`src/rtl/twi_regs_pkg.sv`:
```
package twi_regs_pkg;

  typedef enum logic [3:0] {
    ST_IDLE,
    ST_ADDR,
    ST_PTR,
    ST_WDATA,
    ST_FETCH,
    ST_SETUP,
    ST_SHIFT,
    ST_MACK,
    ST_SKIP
  } twi_state_e;

  localparam int BYTE_W = 8;

endpackage

```
`src/rtl/twi_line_sync.sv`:
```
module twi_line_sync #(
  parameter int STAGES = 2
) (
  input  logic clk,
  input  logic rst,
  input  logic d,
  output logic q
);
  generate
    if (STAGES <= 1) begin : g_single
      logic r;
      always_ff @(posedge clk) begin
        if (rst) r <= 1'b1;
        else     r <= d;
      end
      assign q = r;
    end else begin : g_chain
      logic [STAGES-1:0] r;
      always_ff @(posedge clk) begin
        if (rst) r <= '1;
        else     r <= {r[STAGES-2:0], d};
      end
      assign q = r[STAGES-1];
    end
  endgenerate
endmodule

```
`src/rtl/twi_bus_cond.sv`:
```
module twi_bus_cond (
  input  logic clk,
  input  logic rst,
  input  logic scl_s,
  input  logic sda_s,
  output logic scl_rise,
  output logic scl_fall,
  output logic start_det,
  output logic stop_det
);
  logic scl_q, sda_q;

  always_ff @(posedge clk) begin
    if (rst) begin
      scl_q <= 1'b1;
      sda_q <= 1'b1;
    end else begin
      scl_q <= scl_s;
      sda_q <= sda_s;
    end
  end

  always_comb begin
    scl_rise  = scl_s & ~scl_q;
    scl_fall  = ~scl_s & scl_q;
    // data edges are conditions only when the clock is high on both samples
    start_det = scl_s & scl_q & sda_q & ~sda_s;
    stop_det  = scl_s & scl_q & ~sda_q & sda_s;
  end
endmodule

```
`src/rtl/twi_slave_fsm.sv`:
```
module twi_slave_fsm
  import twi_regs_pkg::*;
#(
  parameter logic [6:0] DEV_ADDR  = 7'b1010000,
  parameter int         AW        = 8,
  parameter int         SETUP_CYC = 4
) (
  input  logic              clk,
  input  logic              rst,
  input  logic              sda_s,
  input  logic              scl_rise,
  input  logic              scl_fall,
  input  logic              start_det,
  input  logic              stop_det,
  output logic              sda_oe,
  output logic              scl_oe,
  output logic [AW-1:0]     reg_addr,
  output logic              reg_wr,
  output logic [BYTE_W-1:0] reg_wdata,
  output logic              reg_rd,
  input  logic [BYTE_W-1:0] reg_rdata,
  input  logic              reg_rvalid,
  output twi_state_e        state
);
  localparam int CW = (SETUP_CYC > 1) ? $clog2(SETUP_CYC) : 1;

  logic [3:0]        bitcnt;
  logic [BYTE_W-1:0] shreg;
  logic [AW-1:0]     ptr;
  logic              rw;
  logic              more;
  logic [CW-1:0]     cnt;

  always_ff @(posedge clk) begin
    if (rst) begin
      state     <= ST_IDLE;
      bitcnt    <= '0;
      shreg     <= '0;
      ptr       <= '0;
      rw        <= 1'b0;
      more      <= 1'b0;
      cnt       <= '0;
      sda_oe    <= 1'b0;
      scl_oe    <= 1'b0;
      reg_addr  <= '0;
      reg_wr    <= 1'b0;
      reg_wdata <= '0;
      reg_rd    <= 1'b0;
    end else begin
      reg_wr <= 1'b0;
      reg_rd <= 1'b0;
      if (start_det) begin
        state  <= ST_ADDR;
        bitcnt <= '0;
        sda_oe <= 1'b0;
        scl_oe <= 1'b0;
      end else if (stop_det) begin
        state  <= ST_IDLE;
        sda_oe <= 1'b0;
        scl_oe <= 1'b0;
      end else begin
        case (state)
          ST_ADDR, ST_PTR, ST_WDATA: begin
            if (scl_rise && bitcnt < 4'd8) begin
              shreg  <= {shreg[BYTE_W-2:0], sda_s};
              bitcnt <= bitcnt + 4'd1;
            end else if (scl_fall && bitcnt == 4'd8) begin
              bitcnt <= 4'd9;
              if (state == ST_ADDR) begin
                if (shreg[7:1] == DEV_ADDR) begin
                  sda_oe <= 1'b1;
                  rw     <= shreg[0];
                end else begin
                  state <= ST_SKIP;
                end
              end else if (state == ST_PTR) begin
                ptr    <= shreg[AW-1:0];
                sda_oe <= 1'b1;
              end else begin
                reg_addr  <= ptr;
                reg_wdata <= shreg;
                reg_wr    <= 1'b1;
                ptr       <= ptr + 1'b1;
                sda_oe    <= 1'b1;
              end
            end else if (scl_fall && bitcnt == 4'd9) begin
              sda_oe <= 1'b0;
              bitcnt <= '0;
              if (state == ST_ADDR) begin
                if (rw) begin
                  state    <= ST_FETCH;
                  reg_addr <= ptr;
                  reg_rd   <= 1'b1;
                  scl_oe   <= 1'b1;
                end else begin
                  state <= ST_PTR;
                end
              end else begin
                state <= ST_WDATA;
              end
            end
          end
          ST_FETCH: begin
            if (reg_rvalid && !reg_rd) begin
              shreg  <= reg_rdata;
              sda_oe <= ~reg_rdata[BYTE_W-1];
              ptr    <= ptr + 1'b1;
              cnt    <= '0;
              state  <= ST_SETUP;
            end
          end
          ST_SETUP: begin
            if (cnt == CW'(SETUP_CYC - 1)) begin
              scl_oe <= 1'b0;
              bitcnt <= '0;
              state  <= ST_SHIFT;
            end else begin
              cnt <= cnt + 1'b1;
            end
          end
          ST_SHIFT: begin
            if (scl_rise) begin
              bitcnt <= bitcnt + 4'd1;
            end else if (scl_fall) begin
              if (bitcnt == 4'd8) begin
                sda_oe <= 1'b0;
                state  <= ST_MACK;
              end else begin
                shreg  <= {shreg[BYTE_W-2:0], 1'b0};
                sda_oe <= ~shreg[BYTE_W-2];
              end
            end
          end
          ST_MACK: begin
            if (scl_rise) begin
              more <= ~sda_s;
            end else if (scl_fall) begin
              if (more) begin
                state    <= ST_FETCH;
                reg_addr <= ptr;
                reg_rd   <= 1'b1;
                scl_oe   <= 1'b1;
              end else begin
                state <= ST_SKIP;
              end
            end
          end
          default: ;
        endcase
      end
    end
  end
endmodule

```
`src/rtl/twi_reg_slave.sv`:
```
module twi_reg_slave
  import twi_regs_pkg::*;
#(
  parameter logic [6:0] DEV_ADDR    = 7'b1010000,
  parameter int         AW          = 8,
  parameter int         SYNC_STAGES = 2,
  parameter int         SETUP_CYC   = 4
) (
  input  logic              clk,
  input  logic              rst,
  input  logic              scl_i,
  input  logic              sda_i,
  output logic              scl_oe,
  output logic              sda_oe,
  output logic [AW-1:0]     reg_addr,
  output logic              reg_wr,
  output logic [BYTE_W-1:0] reg_wdata,
  output logic              reg_rd,
  input  logic [BYTE_W-1:0] reg_rdata,
  input  logic              reg_rvalid
);
  logic scl_s, sda_s;
  logic scl_rise, scl_fall, start_det, stop_det;
  twi_state_e st;

  twi_line_sync #(.STAGES(SYNC_STAGES)) u_sync_scl (
    .clk(clk), .rst(rst), .d(scl_i), .q(scl_s)
  );
  twi_line_sync #(.STAGES(SYNC_STAGES)) u_sync_sda (
    .clk(clk), .rst(rst), .d(sda_i), .q(sda_s)
  );

  twi_bus_cond u_cond (
    .clk(clk), .rst(rst), .scl_s(scl_s), .sda_s(sda_s),
    .scl_rise(scl_rise), .scl_fall(scl_fall),
    .start_det(start_det), .stop_det(stop_det)
  );

  twi_slave_fsm #(
    .DEV_ADDR(DEV_ADDR), .AW(AW), .SETUP_CYC(SETUP_CYC)
  ) u_fsm (
    .clk(clk), .rst(rst), .sda_s(sda_s),
    .scl_rise(scl_rise), .scl_fall(scl_fall),
    .start_det(start_det), .stop_det(stop_det),
    .sda_oe(sda_oe), .scl_oe(scl_oe),
    .reg_addr(reg_addr), .reg_wr(reg_wr), .reg_wdata(reg_wdata),
    .reg_rd(reg_rd), .reg_rdata(reg_rdata), .reg_rvalid(reg_rvalid),
    .state(st)
  );
endmodule

```
`config.mk`:
```
export PLATFORM = sky130hd
export DESIGN_NAME = twi_reg_slave
export DESIGN_NICKNAME = d
export VERILOG_FILES = /design/src/rtl/twi_regs_pkg.sv /design/src/rtl/twi_line_sync.sv /design/src/rtl/twi_bus_cond.sv /design/src/rtl/twi_slave_fsm.sv /design/src/rtl/twi_reg_slave.sv
export SDC_FILE = /design/constraint.sdc
export NUM_CORES = 1
export LEC_CHECK = 0
export BUFFER_PORTS_ARGS = -buffer_cell sky130_fd_sc_hd__clkbuf_2
export CELL_PAD_IN_SITES_DETAIL_PLACEMENT = 0
export CELL_PAD_IN_SITES_GLOBAL_PLACEMENT = 1
export CORE_ASPECT_RATIO = 1.2
export CORE_MARGIN = 2
export CORE_UTILIZATION = 40
export CTS_CLUSTER_SIZE = 40
export DETAILED_ROUTE_END_ITERATION = 10
export PLACE_DENSITY = 0.73
export SLEW_MARGIN = 20
export SYNTH_ARGS = -nofsm -noshare
export SYNTH_HDL_FRONTEND = slang
export SYNTH_HIERARCHICAL = 1
export SYNTH_SLANG_ARGS = --single-unit
```
`constraint.sdc`:
```
create_clock -name clk -period 2 [get_ports clk]
set_input_delay 0.5 -clock clk [delete_from_list [all_inputs] [get_ports clk]]
set_output_delay 0.5 -clock clk [all_outputs]
set_load 0.02 [all_outputs]
```
==> results of run 1 <==
how the worst max path moves through the flow:
stage / to / slack, ns / cells past startpoint
2_1_floorplan: u_fsm/reg_addr[1] / 0.009 / 8
3_3_place_gp: u_fsm/shreg[1] / -0.04 / 8
3_5_place_dp: u_fsm/bitcnt[3] / -0.09 / 6
4_1_cts: u_fsm/reg_wdata[6] / -0.008 / 9
5_1_grt: u_fsm/shreg[5] / -0.11 / 8
6_report: u_fsm/shreg[1] / -0.02 / 9
layout by cell type (no fill, tap or decap), types with 7 or more instances in the layout:
cell type,count
clkbuf_2,32
dfxtp_1,47
nor2_1,43
mux2i_1,21
a311oi_1,7
a21oi_1,22
buf_4,54
nand2_1,28
buf_6,7
or2_1,8
Yosys cell counts (2+ instances only):
| master | n | share of area, % |
|---|---|---|
| o21ai_0 | 7 | 1.1 |
| nand2_1 | 29 | 3.5 |
| o21ai_1 | 3 | 0.48 |
| and4b_1 | 3 | 0.97 |
| a21o_1 | 5 | 1.2 |
| or2_1 | 8 | 1.6 |
| a2111oi_4 | 3 | 2.7 |
| o211ai_1 | 2 | 0.48 |
| or3_1 | 2 | 0.40 |
| a21oi_1 | 24 | 3.9 |
| a2111oi_2 | 2 | 0.97 |
| nor3b_1 | 6 | 1.5 |
| mux2i_1 | 21 | 6.8 |
| nor4_1 | 3 | 0.61 |
| a21boi_0 | 2 | 0.48 |
| nor3_1 | 5 | 0.81 |
| nand4bb_1 | 2 | 0.73 |
| nand4b_1 | 2 | 0.56 |
| dfxtp_1 | 54 | 35 |
| and3_1 | 3 | 0.61 |
| buf_6 | 3 | 1.1 |
| or2_2 | 7 | 1.4 |
| nor2b_1 | 7 | 1.4 |
| nand4_1 | 4 | 0.81 |
| and3b_1 | 2 | 0.56 |
| clkbuf_1 | 7 | 0.85 |
| buf_2 | 10 | 1.6 |
| nor2_1 | 46 | 5.6 |
| a31oi_1 | 4 | 0.81 |
| a311oi_1 | 8 | 2.3 |
| o211a_1 | 2 | 0.65 |
| nand3_1 | 6 | 0.97 |
| ha_1 | 5 | 2.0 |
| a311oi_2 | 2 | 0.97 |
| and4bb_2 | 2 | 0.81 |
| nand2b_1 | 6 | 1.2 |
| inv_1 | 8 | 0.97 |
| nand3b_1 | 3 | 0.73 |
| buf_4 | 2 | 0.48 |
| and2_1 | 2 | 0.40 |
timing repair:
action | CTS | global route
endpoints found under the setup margin | 28 | 38
gates cloned | 1 | 2
setup buffers | 7 | 5
gates resized for setup | 22 | 29
pin swaps | 7 | 25
flip-flops by register name, indices dropped and copies added (netlist names):
signal                flops
u_fsm/ptr                 8
u_cond/scl_q              1
u_fsm/bitcnt              4
u_fsm/shreg               8
u_fsm/state               4
u_fsm/sda_oe              1
u_fsm/rw                  1
u_fsm/reg_wdata           8
u_sync_sda/g_chain.r      2
u_fsm/cnt                 2
u_sync_scl/g_chain.r      2
u_fsm/more                1
u_fsm/scl_oe              1
u_fsm/reg_rd              1
u_fsm/reg_addr            8
u_fsm/reg_wr              1
u_cond/sda_q              1
power breakdown:
part	switching, uW	internal (uW)	leakage (uW)
Sequential	182	1200	0.000440
Combinational	1220	1190	0.00120
Clock	388	380	0.0000587
per-layer routing:
layer	vias to the layer above	global-route usage, %	part of all wire (%)
met5	-	0	0
met4	0	11.23	3.6
met3	19	3.030	3.2
met2	65	36.26	51
met1	1421	24.06	42
li1	1444	-	-
critical path: stages (launching register included):
cell and delay, ns:
dfxtp_2 0.34, inv_2 0.09, ha_4 0.16, buf_6 0.09, nand3b_1 0.18, o41ai_4 0.45
a2111oi_4 0.09, clkbuf_16 0.18, buf_6 0.11, a311oi_2 0.25
layout make-up:
cell class / count / area [sq um] / share of cell area, %
Tap cell: 92 / 115.1 / 2.819
Clock inverter: 3 / 47.55 / 1.164
Multi-Input combinational cell: 268 / 2021 / 49.48
Clock buffer: 5 / 68.82 / 1.685
Sequential cell: 54 / 1092 / 26.75
Inverter: 8 / 30.03 / 0.7353
Timing Repair Buffer: 96 / 709.4 / 17.37
logic make-up after synthesis:
group	after synthesis	synth area share, %
adder cells (fa/ha/maj)	5	2.017
AO/OA/AOI/OAI	81	22.07
XOR/XNOR	1	0.2824
AND/OR/NAND/NOR	158	29.00
flip-flops	54	34.85
multiplexers	21	6.777
buffers and inverters	30	5.002
stage by stage:
| stage | utilization [%] | area, sq um |
|---|---|---|
| floorplan | - | 3102 |
| finish | 53.60 | 4084 |
| global placement | 48.39 | 3687 |
| detailed placement | 48.39 | 3687 |
| CTS | 52.13 | 3973 |
| global route | 53.60 | 4084 |
==> impl_metrics.yaml, run 1 <==
outcome:
  status: "finished, violations left"
  violations: "negative setup slack"
worst_setup_path:
  r2r-start: "u_fsm/bitcnt[1]"
  cp_max_fo: 7
  r2r_setup_slack_ns: -0.02
  crit_type: "flip-flop to flip-flop"
  cp_data_required_time_ns: 2.23
  r2r-end: "u_fsm/shreg[1]"
  startpoint: "u_fsm/bitcnt[1]"
  crit_arrival_ns: 2.25
  worstSetupEndpointType: "flip-flop"
  crit_path_start_kind: "flip-flop"
  r2r_cells: 9
clock_network:
  clk_latency_ns: 0.31
  cts_hold_buf: 0
  cts_root_buf: "clkbuf_8"
  cts_made_buffers: 5
  path_clk_slew_ns: 0.11
  htree_levels: 2
  clock_path_buffers: 2
  cts_tree: "yes"
  cts_sinks: 54
floorplanning:
  start_util_pct: 40.71
  die_h_um: 100.5
  core_area_sq_um: 7620
  fp-row-count: 35
  die_w_um: 84.39
  die_area_sq_um: 8478
  pin_count: 33
global_routing:
  grt_max_degree: 49
  gr-usage-all-layers_pct: 20.60
  antenna_found_initial: 0
  grt_pass1_wl_um: 14020
  grt_overflow: 0
  grt_pass1_vias: 2864
yosys:
  yosys.cell_types.count: 68
  synthArstFlopShare_pct: 0
  yosys_register_bits: 54
  syn_inst: 350
  seq_area_frac_synth_pct: 34.85
  synth-edff-count: 0
  synth_flop_cell: "dfxtp_1"
  synth_area_sq_um: 3102
  syn_nets: 368
  avgSynthCellArea_sq_um: 8.862
  ys.warnings.count: 6
drt:
  drt-pass1-iter-count: 4
  num_vias: 2949
  detail-route-antenna-nets: 0
  drtIter0Drc: 113
  wl_per_cell_um: 16.94
  vias_per_cell: 5.606
  drt_wl_total_um: 8909
  drc: 0
timing:
  max_slew_margin_pct: 65.39
  fmax_ghz: 0.4941
  drv_slew: 0
  fin_skew_ns: 0.01703
  final.period_utilization_pct: 101.2
  finalSetupViolCount: 2
  hold_viol: 0
  hold_ws_ns: 0.3590
  grt_setup_unrepaired: "yes"
  worstMarginPinSlew_ns: 0.5191
  fin_ws_ns: -0.02386
  post-route-min-period_ns: 2.024
  tns_ns: -0.02486
min_path:
  hold_class: "input port to flip-flop"
  worstHoldStart: "scl_i"
  hold-path-cell-count: 2
  hold_end: "u_sync_scl/g_chain.r[0]"
flow_run:
  maxCapViolations: 0
layout:
  filler_cell_count: 735
  final_nets: 451
  syn_to_final_growth_pct: 31.67
  instances_no_fill: 526
  diodes: 0
  drive_above_1_share_pct: 37.33
placement:
  portBuffers: 32
  dpl.cell_count: 505
  pre_cts_slack_ns: -0.09216
  gp_congestion: 0.9240
  place_hpwl_um: 6065
pwr:
  leakage_uw: 0.001702
  ir_drop_uv: 593.6
  p_total_uw: 4559
  p_per_area_nw_per_um2: 1116
Note: power is estimated with default switching activity, not from simulation.
==> run 2: changes to the inputs <==
Settings changed: SETUP_SLACK_MARGIN from default to 0.05.
==> impl_metrics.yaml, run 2 (synthesized netlist as in run 1, its figures left out) <==
placement:
  gp_congestion: 0.9496
  dpl.cell_count: 503
  portBuffers: 32
  place_hpwl_um: 6023
  placed_area_sq_um: 3677
drt:
  drtIter0Drc: 172
  drt_wl_total_um: 8698
  vias_per_cell: 5.586
  wl_met2_um: 4462
  wl_met1_um: 3853
  detail-route-antenna-nets: 0
  wl_per_cell_um: 16.54
  wl_met3_um: 292
  top_layer: "met4"
  num_vias: 2938
  drt-pass1-iter-count: 5
  drc: 0
timing:
  grt_setup_unrepaired: "yes"
  fmax_ghz: 0.4974
  hold_viol: 0
  post-route-min-period_ns: 2.010
  fin_skew_ns: 0.01677
  finalSetupViolCount: 1
  worstMarginPinSlew_ns: 0.5087
  max_slew_margin_pct: 66.09
  final.period_utilization_pct: 100.5
  drv_slew: 0
  fin_ws_ns: -0.01046
clock_network:
  cts_hold_buf: 0
  cts_sinks: 54
  clk_latency_ns: 0.31
  htree_levels: 2
  path_clk_slew_ns: 0.10
  cts_root_buf: "clkbuf_8"
  cts_made_buffers: 5
  clock_path_buffers: 2
  cts_tree: "yes"
worst_setup_path:
  crit_arrival_ns: 2.24
  r2r-end: "u_fsm/shreg[6]"
  worstSetupEndpointType: "flip-flop"
  crit_path_start_kind: "flip-flop"
  crit_type: "flip-flop to flip-flop"
  r2r_cells: 10
  cp_data_required_time_ns: 2.23
  r2r-start: "u_fsm/bitcnt[0]"
  cp_max_fo: 8
  r2r_setup_slack_ns: -0.01
min_path:
  hold_class: "input port to flip-flop"
  hold-path-cell-count: 2
  worstHoldStart: "scl_i"
  hold_end: "u_sync_scl/g_chain.r[0]"
pwr:
  p_per_area_nw_per_um2: 1107
  ir_drop_uv: 573.9
  leakage_uw: 0.001677
floorplanning:
  die_h_um: 100.5
  die_w_um: 84.39
  core_area_sq_um: 7620
  die_area_sq_um: 8478
  start_util_pct: 40.71
  fp-row-count: 35
  pin_count: 33
layout:
  layout_commonest_cell: "buf_4"
  layout_common_cells: "buf_4, dfxtp_1, nor2_1, clkbuf_2, nand2_1"
  fin_area_sq_um: 4050
  syn_to_final_growth_pct: 30.58
  final_nets: 451
  filler_cell_count: 733
  instances_no_fill: 526
  diodes: 0
  drive_above_1_share_pct: 37.56
outcome:
  violations: "negative setup slack"
  status: "finished, violations left"
global_routing:
  gr-usage-all-layers_pct: 20.75
  grt_overflow: 0
  grt_pass1_wl_um: 14160
  grt_max_degree: 49
  grt_pass1_vias: 2812
  antenna_found_initial: 0
flow_run:
  maxCapViolations: 0
## run 2: cell count changes in the layout (fill, tap and decap cells not counted), moves of 2 or more
cell,delta
buf_12,+2
o21ai_1,-2
o21ai_2,+2
nor2_1,+2
nor2_2,-2
## run 2: cell type report
cell class,count,area (sq um),share of cell area (%)
tap,92,115.1,2.842
clock buffer,6,82.58,2.039
clock inverter,2,16.27,0.4016
inverter,8,30.03,0.7414
sequential,54,1091,26.94
multi-input combinational,267,1979,48.87
timing repair buffer,97,735.7,18.16
## run 2: metrics by stage
| step | worst slack, ns | hold slack [ns] | utilization [%] | total power (uW) | TNS, ns |
|---|---|---|---|---|---|
| 2_1_floorplan | 0.05513 | 0.3832 | - | 2663 | 0 |
| 3_3_place_gp | -0.07798 | 0.3871 | 48.26 | 3430 | -1.026 |
| 3_5_place_dp | -0.1211 | 0.3879 | 48.26 | 3450 | -1.881 |
| 4_1_cts | -0.02145 | 0.3508 | 51.43 | 4224 | -0.08905 |
| 5_1_grt | -0.08973 | 0.3482 | 53.15 | 4755 | -1.073 |
| 6_report | -0.01046 | 0.3614 | 53.15 | 4482 | -0.01046 |
## run 2: worst max-delay path, cell delays in order, from the launching register on
cell and delay, ns:
dfxtp_2 0.35, inv_2 0.07, ha_4 0.13, buf_4 0.11, nand3b_1 0.18, o41ai_2 0.38, a2111oi_4 0.05, buf_4 0.17
clkbuf_16 0.16, buf_4 0.13, a311oi_2 0.20
## run 2: where the power goes
part           switching [uW]  total, uW  internal, uW  leakage, uW
Clock                     384        670           286    0.0000478
Sequential                159       1370          1210     0.000439
Combinational            1220       2440          1230      0.00119
Total                    1760       4480          2720      0.00168
## run 2: timing repair
item / CTS / global route
pin swaps: 7 / 12
resized for setup: 25 / 17
setup buffers: 5 / 7
cloned: 2 / 1
setup endpoints to repair: 35 / 46
## run 2: worst max path at each step
stage	start	endpoint	cells past startpoint
after floorplan	u_sync_scl/g_chain.r[1]	u_fsm/shreg[6]	7
after global placement	u_cond/scl_q	u_fsm/shreg[1]	8
after detailed placement	u_cond/scl_q	u_fsm/shreg[5]	8
after CTS	u_cond/scl_q	u_fsm/reg_wdata[7]	9
after global routing	u_sync_scl/g_chain.r[1]	u_fsm/shreg[4]	10
final	u_fsm/bitcnt[0]	u_fsm/shreg[6]	10
## run 2: per-layer routing
metal / GRT usage (%) / up-vias
li1: - / 1445
met1: 25.71 / 1414
met3: 3.112 / 6
met4: 5.372 / 0
met5: 0 / -
met2: 37.73 / 73
==> run 3: changes to the inputs <==
Settings changed: CORE_UTILIZATION 40 to 29, CTS_BUF_LIST from default to sky130_fd_sc_hd__clkbuf_4 sky130_fd_sc_hd__clkbuf_8, PLACE_DENSITY 0.73 to 0.56.
==> impl_metrics.yaml, run 3 (synthesized netlist as in run 1, its figures left out) <==
outcome:
  status: "finished, violations left"
  violations: "negative setup slack"
layout:
  syn_to_final_growth_pct: 36.39
  diodes: 0
  layout_commonest_cell: "buf_4"
  drive_above_1_share_pct: 40.96
  final_nets: 454
  layout_common_cells: "buf_4, dfxtp_1, nor2_1, clkbuf_2, nand2_1"
  fin_area_sq_um: 4230
  fin_util_pct: 40.42
timing:
  fmax_ghz: 0.4920
  final.period_utilization_pct: 101.6
  drv_slew: 0
  grt_setup_unrepaired: "yes"
  post-route-min-period_ns: 2.032
  fin_ws_ns: -0.03240
  max_slew_margin_pct: 62.53
  finalSetupViolCount: 3
  fin_skew_ns: 0.01219
  hold_viol: 0
  worstMarginPinSlew_ns: 0.5621
  hold_ws_ns: 0.3691
worst_setup_path:
  cp_max_fo: 8
  crit_path_frequent_cell: "buf_6"
  slowest_stage: "dfxtp_4"
  r2r-end: "u_fsm/shreg[7]"
  r2r-start: "u_sync_scl/g_chain.r[1]"
  critPathMaxStageDelay_ns: 0.37
  r2r_setup_slack_ns: -0.03
  crit_type: "flip-flop to flip-flop"
  worstSetupEndpointType: "flip-flop"
  cp_data_required_time_ns: 2.23
  cp_cell_sequence: "nor2b_4 > buf_6 > nand3b_1 > a21o_1 > a2111oi_4 > buf_6 > buf_12 > nor2_1 > a311oi_1"
  crit_path_start_kind: "flip-flop"
  r2r_cells: 9
  crit_arrival_ns: 2.27
drt:
  wl_met2_um: 4931
  wl_met3_um: 247
  wl_met1_um: 4131
  drt-pass1-iter-count: 4
  drt_wl_total_um: 9549
  top_layer: "met4"
  drc: 0
  vias_per_cell: 5.145
  wl_per_cell_um: 16.87
  num_vias: 2912
  drtIter0Drc: 110
  detail-route-antenna-nets: 0
placement:
  portBuffers: 32
  pre_cts_slack_ns: -0.1125
  place_hpwl_um: 6604
  placed_area_sq_um: 3704
  gp_congestion: 0.9001
floorplanning:
  fp-row-count: 41
  core_area_sq_um: 10470
  die_area_sq_um: 11540
  die_h_um: 117.3
  pin_count: 33
  start_util_pct: 29.64
  die_w_um: 98.41
min_path:
  hold_end: "u_sync_scl/g_chain.r[0]"
  hold-path-cell-count: 2
  hold_class: "input port to flip-flop"
  worstHoldStart: "scl_i"
pwr:
  p_per_area_nw_per_um2: 1079
  p_total_uw: 4566
  ir_drop_uv: 390.4
  leakage_uw: 0.001713
global_routing:
  antenna_found_initial: 0
  grt_pass1_vias: 2827
  grt_max_degree: 49
  grt_pass1_wl_um: 15240
  gr-usage-all-layers_pct: 16.62
  grt_overflow: 0
clock_network:
  cts_sinks: 54
  clk_latency_ns: 0.32
  htree_levels: 2
  cts_made_buffers: 5
  cts_hold_buf: 0
  cts_root_buf: "clkbuf_8"
  path_clk_slew_ns: 0.11
  cts_tree: "yes"
  clock_path_buffers: 2
flow_run:
  maxCapViolations: 0
[run 3: changes by cell type in the layout (fill, tap and decap cells not counted), sizes merged]
cell	delta
buf	+4
clkbuf	-2
clkinv	+2
inv	-1
[run 3: metrics by stage]
| stage | cells | setup TNS, ns |
|---|---|---|
| 3_3_place_gp | 539 | -0.8190 |
| 3_5_place_dp | 539 | -1.104 |
| 5_1_grt | 566 | -0.8641 |
| 2_1_floorplan | 350 | 0 |
| 6_report | 566 | -0.05573 |
| 4_1_cts | 558 | -0.04806 |
[run 3: how the worst max path moves through the flow]
stage | startpoint | to
floorplan | u_sync_scl/g_chain.r[1] | u_fsm/shreg[6]
global placement | u_sync_scl/g_chain.r[1] | u_fsm/shreg[7]
detailed placement | u_sync_scl/g_chain.r[1] | u_fsm/shreg[1]
CTS | u_sync_scl/g_chain.r[1] | u_fsm/shreg[7]
global route | u_sync_scl/g_chain.r[1] | u_fsm/shreg[3]
finish | u_sync_scl/g_chain.r[1] | u_fsm/shreg[7]
[run 3: metal layers]
| metal | up-vias | track usage [%] |
|---|---|---|
| met2 | 49 | 29.71 |
| met1 | 1405 | 20.93 |
| met3 | 15 | 2.138 |
| li1 | 1443 | - |
| met4 | 0 | 5.297 |
| met5 | - | 0 |
[run 3: power by group]
group          leakage, uW  total [uW]  internal [uW]  switching, uW
clock network    0.0000441         634            247            387
registers         0.000441        1360           1210            157
logic              0.00123        2570           1290           1280
[run 3: cell type report]
class / count / area [sq um]
well taps: 129 / 161.4
clock buffers: 5 / 68.82
flip-flops and latches: 54 / 1097
repair buffers: 100 / 770.7
fillers: 1114 / 6235
inverters: 8 / 30.03
clock inverters: 3 / 21.27
multi-input cells: 267 / 2081
[run 3: worst max-delay path, delay by kind of cell (launching register included)]
kind / cells / cell delay, ns
AOI/OAI and AO/OA: 3 / 0.78
buffers and inverters: 3 / 0.42
and+or+nand+nor: 3 / 0.39
DFF: 1 / 0.37
[run 3: timing repair]
item	in CTS	in global routing
setup endpoints to repair	36	41
gates cloned	3	0
pin swaps	20	21
buffers inserted	10	8
gates resized for setup	41	34
hold endpoints to repair	0	0
